===== src/rtl/irq_entry_pkg.sv =====
package irq_entry_pkg;
  localparam int unsigned FLG_W   = 16;
  localparam int unsigned PC_W    = 20;
  localparam int unsigned FLG_I   = 6;
  localparam int unsigned FLG_D   = 5;
  localparam int unsigned FLG_U   = 7;
  localparam int unsigned IPL_LSB = 12;
  localparam int unsigned IPL_W   = 3;

  typedef enum logic [3:0] {
    ST_IDLE, ST_INFO0, ST_INFO1,
    ST_PUSH1, ST_PUSH2, ST_PUSH3, ST_PUSH4,
    ST_VEC0, ST_VEC1, ST_VEC2, ST_DONE
  } seq_st_e;
endpackage


===== src/rtl/irq_flag_upd.sv =====
module irq_flag_upd
  import irq_entry_pkg::*;
#(
  parameter int unsigned NUM_W      = 6,
  parameter int unsigned KEEP_U_MIN = 32
) (
  input  logic [FLG_W-1:0] flg_i,
  input  logic             sw_i,
  input  logic [NUM_W-1:0] num_i,
  output logic [FLG_W-1:0] flg_o
);
  logic keep_u;
  assign keep_u = sw_i && (int'(num_i) >= KEEP_U_MIN);

  always_comb begin
    flg_o        = flg_i;
    flg_o[FLG_I] = 1'b0;
    flg_o[FLG_D] = 1'b0;
    if (!keep_u) flg_o[FLG_U] = 1'b0;
  end
endmodule


===== src/rtl/irq_stack_pack.sv =====
module irq_stack_pack
  import irq_entry_pkg::*;
(
  input  logic [3:0]      flg_hi_i,
  input  logic [7:0]      flg_lo_i,
  input  logic [PC_W-1:0] pc_i,
  input  logic [1:0]      idx_i,
  output logic [7:0]      byte_o
);
  always_comb begin
    unique case (idx_i)
      2'd0:    byte_o = {flg_hi_i, pc_i[19:16]};
      2'd1:    byte_o = flg_lo_i;
      2'd2:    byte_o = pc_i[15:8];
      default: byte_o = pc_i[7:0];
    endcase
  end
endmodule


===== src/rtl/irq_vec_asm.sv =====
module irq_vec_asm
  import irq_entry_pkg::*;
(
  input  logic            clk_i,
  input  logic            rst_ni,
  input  logic            ld_i,
  input  logic [1:0]      idx_i,
  input  logic [7:0]      byte_i,
  output logic [PC_W-1:0] pc_o
);
  logic [7:0] lo_q, hi_q;

  always_ff @(posedge clk_i or negedge rst_ni) begin
    if (!rst_ni) begin
      lo_q <= '0;
      hi_q <= '0;
      pc_o <= '0;
    end else if (ld_i) begin
      unique case (idx_i)
        2'd0:    lo_q <= byte_i;
        2'd1:    hi_q <= byte_i;
        default: pc_o <= {byte_i[3:0], hi_q, lo_q};
      endcase
    end
  end
endmodule


===== src/rtl/irq_entry_seq.sv =====
module irq_entry_seq
  import irq_entry_pkg::*;
#(
  parameter int unsigned AW         = 20,
  parameter int unsigned SP_W       = 16,
  parameter int unsigned NUM_W      = 6,
  parameter int unsigned LVL_W      = 3,
  parameter int unsigned KEEP_U_MIN = 32,
  parameter logic [19:0] VEC_BASE   = 20'hFFD00
) (
  input  logic             clk_i,
  input  logic             rst_ni,
  input  logic             accept_i,
  input  logic             sw_int_i,
  input  logic [NUM_W-1:0] sw_num_i,
  input  logic [FLG_W-1:0] flg_i,
  input  logic [PC_W-1:0]  pc_i,
  input  logic [SP_W-1:0]  sp_i,
  input  logic [7:0]       mem_rdata_i,
  output logic [AW-1:0]    mem_addr_o,
  output logic             mem_rd_o,
  output logic             mem_wr_o,
  output logic [7:0]       mem_wdata_o,
  output logic             ir_clr_o,
  output logic [FLG_W-1:0] flg_o,
  output logic [IPL_W-1:0] ipl_o,
  output logic [SP_W-1:0]  sp_o,
  output logic [PC_W-1:0]  pc_o,
  output logic             done_o
);
  localparam int unsigned PUSH_N = 4;

  seq_st_e          st_q;
  logic [FLG_W-1:0] flg_q, flg_ent;
  logic [3:0]       tmp_hi_q;
  logic [7:0]       tmp_lo_q;
  logic [PC_W-1:0]  pc_sv_q;
  logic [SP_W-1:0]  sp_q;
  logic [NUM_W-1:0] num_q;
  logic [LVL_W-1:0] lvl_q;
  logic             sw_q;

  logic [1:0]       push_idx, vec_idx;
  logic             is_push, is_vec;
  logic [7:0]       push_byte;
  logic [SP_W-1:0]  push_addr;
  logic [AW-1:0]    vec_addr;

  irq_flag_upd #(.NUM_W(NUM_W), .KEEP_U_MIN(KEEP_U_MIN)) u_flag_upd (
    .flg_i (flg_i),
    .sw_i  (sw_int_i),
    .num_i (sw_num_i),
    .flg_o (flg_ent)
  );

  irq_stack_pack u_stack_pack (
    .flg_hi_i (tmp_hi_q),
    .flg_lo_i (tmp_lo_q),
    .pc_i     (pc_sv_q),
    .idx_i    (push_idx),
    .byte_o   (push_byte)
  );

  irq_vec_asm u_vec_asm (
    .clk_i  (clk_i),
    .rst_ni (rst_ni),
    .ld_i   (is_vec),
    .idx_i  (vec_idx),
    .byte_i (mem_rdata_i),
    .pc_o   (pc_o)
  );

  always_comb begin
    is_push  = 1'b0;
    is_vec   = 1'b0;
    push_idx = 2'd0;
    vec_idx  = 2'd0;
    unique case (st_q)
      ST_PUSH1: begin is_push = 1'b1; push_idx = 2'd0; end
      ST_PUSH2: begin is_push = 1'b1; push_idx = 2'd1; end
      ST_PUSH3: begin is_push = 1'b1; push_idx = 2'd2; end
      ST_PUSH4: begin is_push = 1'b1; push_idx = 2'd3; end
      ST_VEC0:  begin is_vec  = 1'b1; vec_idx  = 2'd0; end
      ST_VEC1:  begin is_vec  = 1'b1; vec_idx  = 2'd1; end
      ST_VEC2:  begin is_vec  = 1'b1; vec_idx  = 2'd2; end
      default: ;
    endcase
  end

  // stack grows down one byte per push, wrapping within the 16-bit space
  assign push_addr = sp_q - SP_W'(push_idx) - SP_W'(1);
  assign vec_addr  = AW'(VEC_BASE) + (AW'(num_q) << 2) + AW'(vec_idx);

  always_comb begin
    mem_addr_o  = '0;
    mem_rd_o    = 1'b0;
    mem_wr_o    = 1'b0;
    mem_wdata_o = '0;
    ir_clr_o    = 1'b0;
    if (st_q == ST_INFO0) begin
      mem_rd_o = 1'b1;
    end else if (st_q == ST_INFO1) begin
      mem_rd_o   = 1'b1;
      mem_addr_o = AW'(1);
      ir_clr_o   = 1'b1;
    end else if (is_push) begin
      mem_wr_o    = 1'b1;
      mem_addr_o  = AW'(push_addr);
      mem_wdata_o = push_byte;
    end else if (is_vec) begin
      mem_rd_o   = 1'b1;
      mem_addr_o = vec_addr;
    end
  end

  always_ff @(posedge clk_i or negedge rst_ni) begin
    if (!rst_ni) begin
      st_q     <= ST_IDLE;
      flg_q    <= '0;
      tmp_hi_q <= '0;
      tmp_lo_q <= '0;
      pc_sv_q  <= '0;
      sp_q     <= '0;
      num_q    <= '0;
      lvl_q    <= '0;
      sw_q     <= 1'b0;
    end else begin
      unique case (st_q)
        ST_IDLE: if (accept_i) begin
          tmp_hi_q <= flg_i[15:12];
          tmp_lo_q <= flg_i[7:0];
          flg_q    <= flg_ent;
          pc_sv_q  <= pc_i;
          sp_q     <= sp_i;
          sw_q     <= sw_int_i;
          num_q    <= sw_num_i;
          st_q     <= sw_int_i ? ST_PUSH1 : ST_INFO0;
        end
        ST_INFO0: begin
          num_q <= mem_rdata_i[NUM_W-1:0];
          st_q  <= ST_INFO1;
        end
        ST_INFO1: begin
          lvl_q <= mem_rdata_i[LVL_W-1:0];
          st_q  <= ST_PUSH1;
        end
        ST_PUSH1: st_q <= ST_PUSH2;
        ST_PUSH2: st_q <= ST_PUSH3;
        ST_PUSH3: st_q <= ST_PUSH4;
        ST_PUSH4: begin
          sp_q <= sp_q - SP_W'(PUSH_N);
          if (!sw_q) flg_q[IPL_LSB +: IPL_W] <= IPL_W'(lvl_q);
          st_q <= ST_VEC0;
        end
        ST_VEC0: st_q <= ST_VEC1;
        ST_VEC1: st_q <= ST_VEC2;
        ST_VEC2: st_q <= ST_DONE;
        default: st_q <= ST_IDLE;
      endcase
    end
  end

  assign flg_o  = flg_q;
  assign ipl_o  = flg_q[IPL_LSB +: IPL_W];
  assign sp_o   = sp_q;
  assign done_o = (st_q == ST_DONE);
endmodule


===== config.mk =====
export PLATFORM = sky130hd
export DESIGN_NAME = irq_entry_seq
export DESIGN_NICKNAME = d
export VERILOG_FILES = /design/src/rtl/irq_entry_pkg.sv /design/src/rtl/irq_flag_upd.sv /design/src/rtl/irq_stack_pack.sv /design/src/rtl/irq_vec_asm.sv /design/src/rtl/irq_entry_seq.sv
export SDC_FILE = /design/constraint.sdc
export NUM_CORES = 1
export LEC_CHECK = 0
export ABC_AREA = 1
export BUFFER_PORTS_ARGS = -buffer_cell sky130_fd_sc_hd__buf_2
export CELL_PAD_IN_SITES_DETAIL_PLACEMENT = 1
export CELL_PAD_IN_SITES_GLOBAL_PLACEMENT = 1
export CORE_UTILIZATION = 37
export DETAILED_ROUTE_END_ITERATION = 10
export GPL_TIMING_DRIVEN = 0
export PLACE_DENSITY = 0.87
export SYNTH_ARGS = -nofsm -noshare
export SYNTH_HDL_FRONTEND = slang
export SYNTH_SLANG_ARGS = --single-unit

===== constraint.sdc =====
create_clock -name clk_i -period 3.7 [get_ports clk_i]
set_input_delay 0.74 -clock clk_i [delete_from_list [all_inputs] [get_ports clk_i]]
set_output_delay 0.74 -clock clk_i [all_outputs]
set_load 0.1 [all_outputs]

==> impl_metrics.tcl <==
set metrics [dict create \
    cts_setup_buffers 0 \
    crit_chain "inv_2, nand2_2, inv_4, nand2_2, clkbuf_4, nor2_4, fa_2, nand2_1, xor2_1, o21ai_2, buf_2" \
    fmax_mhz 281 \
    async_flop_share_pct 100 \
    timing.rr.end "sp_o[8]$_DFFE_PN0P_" \
    ys.flop_type "dfrtp_1" \
    io_buffers 154 \
    clock_latency_ns 0.35 \
    ant_nets 0 \
    drc 0 \
    routed_wl_um 17500 \
    netlist_instances 707 \
    avgRoutedWirePerCell_um 16.5 \
    via_count 5287 \
    drt_iter0_drc 275 \
    placed_area_mm2 0.00646 \
    finalNetCount 948 \
    critical-path-max-stage-delay_ns 0.45 \
    dp_hpwl_um 13200 \
    tightestPinTransition_ns 0.644 \
    cp-startpoint "st_q[3]$_DFFE_PN0P_" \
    maxSlewHeadroom_pct 57.1 \
    finalCritPeriodShare_pct 96.1 \
    critPathSlowestCell "buf_2" \
    seq_area_frac_synth_pct 49.2 \
    fp.dieH_um 123 \
    grt_pass1_wl_um 28100 \
    synthTopCellsByArea "dfrtp_1 (49%), nand2_1 (21%), o21ai_0 (4.0%)" \
    cp-end-kind "output pin" \
    placedCellCount 1043 \
    cts_hold_buf 0 \
    drt_pass1_iterations 4 \
    yosys_warnings 0 \
    synthToLayoutAreaGrowth_pct 26.9 \
    holdCritPathClass "in -> async" \
    cts_tree "yes" \
    regArea_mm2 0.00265 \
    synth_top_area_share_pct 49.2 \
    hold_viol_final 0 \
    first_global_vias 5462 \
    synth_most_common_cell "nand2_1" \
    fin_cells 1058 \
    cts_sinks 106 \
    die_w_um 123 \
    clock-skew-final_ns 0.00676 \
    synth.avg_cell_area_um2 7.62 \
    r2r_start "sp_o[2]$_DFFE_PN0P_" \
    drive_above_1_share_pct 28.1 \
    worstPathRequired_ns 2.96 \
    grt-ovfl-total 0 \
    setup_viol 0 \
    numCtsBuffers 9 \
    start_util_pct 38.4 \
    track_usage_pct 24.8 \
    coreArea_mm2 0.0140 \
    io_pins 157 \
    final.min_clock_period_ns 3.56 \
    rr_worst_depth 9 \
    dieArea_mm2 0.0150 \
    synthTopCellsByCount "nand2_1 (306), dfrtp_1 (106), nor2_1 (45), o21ai_0 (43), nand3_1 (40)" \
    antenna_found_initial 0 \
    r2r_slack_ns 1.93 \
    crit_path_start_kind "flop" \
    slew_viol_final 0 \
    rsz0062_at_grt "no" \
    crit_path_frequent_cell "nand2_2" \
    via_per_inst 5.00 \
    diodes 0 \
    synth-edff-count 0 \
    status "finished, final reports clean" \
    clkTransAtPathRegs_ns 0.07 \
    routabilityCongestion 0.835 \
    arrival_ns 2.82 \
    fin_area_mm2 0.00684 \
    fp-row-count 43 \
    multiInputGateArea_mm2 0.00238 \
    netlist_area_mm2 0.00539 \
    clock-root-buffer "clkbuf_16" \
    n_fill_cell 1821 \
    clock_path_buffers 2 \
    maxCapViolations 0 \
    ys_types 32 \
    worst-path-max-fanout 10 \
    cts_max_level 3 \
    critPathKind "reg -> out" \
    grt_start_max_net_pins 60 \
    yosysTopAreaCell "dfrtp_1" \
    ys_seq_elements 106 \
]
-- worst max-delay path by stage --
stage	to	slack (ns)	cells after the start
4_1_cts	mem_addr_o[9]	0.04	14
6_report	mem_addr_o[4]	0.14	11
5_1_grt	mem_addr_o[9]	0.03	14
2_1_floorplan	mem_addr_o[6]	-0.53	7
3_5_place_dp	mem_addr_o[9]	-0.08	14
3_3_place_gp	mem_addr_o[9]	0.007	14
-- per-stage QoR --
| stage | hold slack (ns) | util (%) | setup TNS, ns | setup WS [ns] |
|---|---|---|---|---|
| finish | 0.414 | 48.7 | 0 | 0.145 |
| global route | 0.454 | 48.7 | 0 | 0.0303 |
| CTS | 0.433 | 48.3 | 0 | 0.0362 |
| detailed placement | 0.461 | 46.0 | -0.0783 | -0.0783 |
| global placement | 0.450 | 45.8 | 0 | 0.00724 |
| floorplan | 0.444 | - | -0.526 | -0.526 |
-- repair_timing --
item | CTS | global route
pin swaps | 1 | 2
endpoints found under the setup margin | 9 | 10
resized for setup | 18 | 15
-- registers in the layout, summed over array words and instances (netlist names), 6 cells and up --
register,count
pc_sv_q,20
u_vec_asm.pc_o,20
sp_o,16
flg_o,8
tmp_lo_q,8
u_vec_asm.hi_q,8
u_vec_asm.lo_q,8
num_q,6
-- kinds of logic after synthesis --
group	count (synthesis)	share of synthesized area [%]
XOR/XNOR	7	1.14
flip-flops	106	49.2
buffers and inverters	87	8.01
adder cells (fa/ha/maj)	4	1.07
AO/OA/AOI/OAI	84	8.62
AND/OR/NAND/NOR	418	31.9
other	1	0.0696
-- critical path: cells and delay by family (launching register included) --
| family | cells | cell delay, ns |
|---|---|---|
| AO/OA/AOI/OAI | 1 | 0.17 |
| XOR/XNOR | 1 | 0.21 |
| adder cells (fa/ha/maj) | 1 | 0.31 |
| buffers and inverters | 4 | 0.86 |
| flip-flops | 1 | 0.42 |
| AND/OR/NAND/NOR | 4 | 0.50 |
-- layer usage --
layer	wire length (µm)	track usage (%)	vias to the layer above	share of wire, %
met5	0	0	-	0
met1	7850	31.4	2607	45
met3	738	5.02	14	4.2
met2	8710	42.9	123	50
li1	-	-	2543	-
met4	210	6.33	0	1.2
-- layout make-up --
class / count / area share, %
clock buffers: 13 / 3.66
clock inverters: 2 / 0.201
flip-flops and latches: 106 / 38.8
inverters: 50 / 2.78
repair buffers: 155 / 12.9
multi-input cells: 515 / 34.8
plain buffers: 37 / 3.61
well taps: 180 / 3.29
-- layout by cell type (no fill, tap or decap), types with 8 or more instances in the layout --
| cell | n |
|---|---|
| a21oi_1 | 13 |
| buf_2 | 151 |
| buf_4 | 22 |
| clkbuf_1 | 8 |
| clkbuf_16 | 9 |
| dfrtp_1 | 106 |
| inv_1 | 37 |
| inv_2 | 12 |
| nand2_1 | 305 |
| nand3_1 | 40 |
| nor2_1 | 43 |
| o211ai_1 | 8 |
| o21ai_0 | 37 |
Power is left out: the tool's default activity adds up to more than one toggle a clock period on the data nets, which glitch-free logic cannot reach.
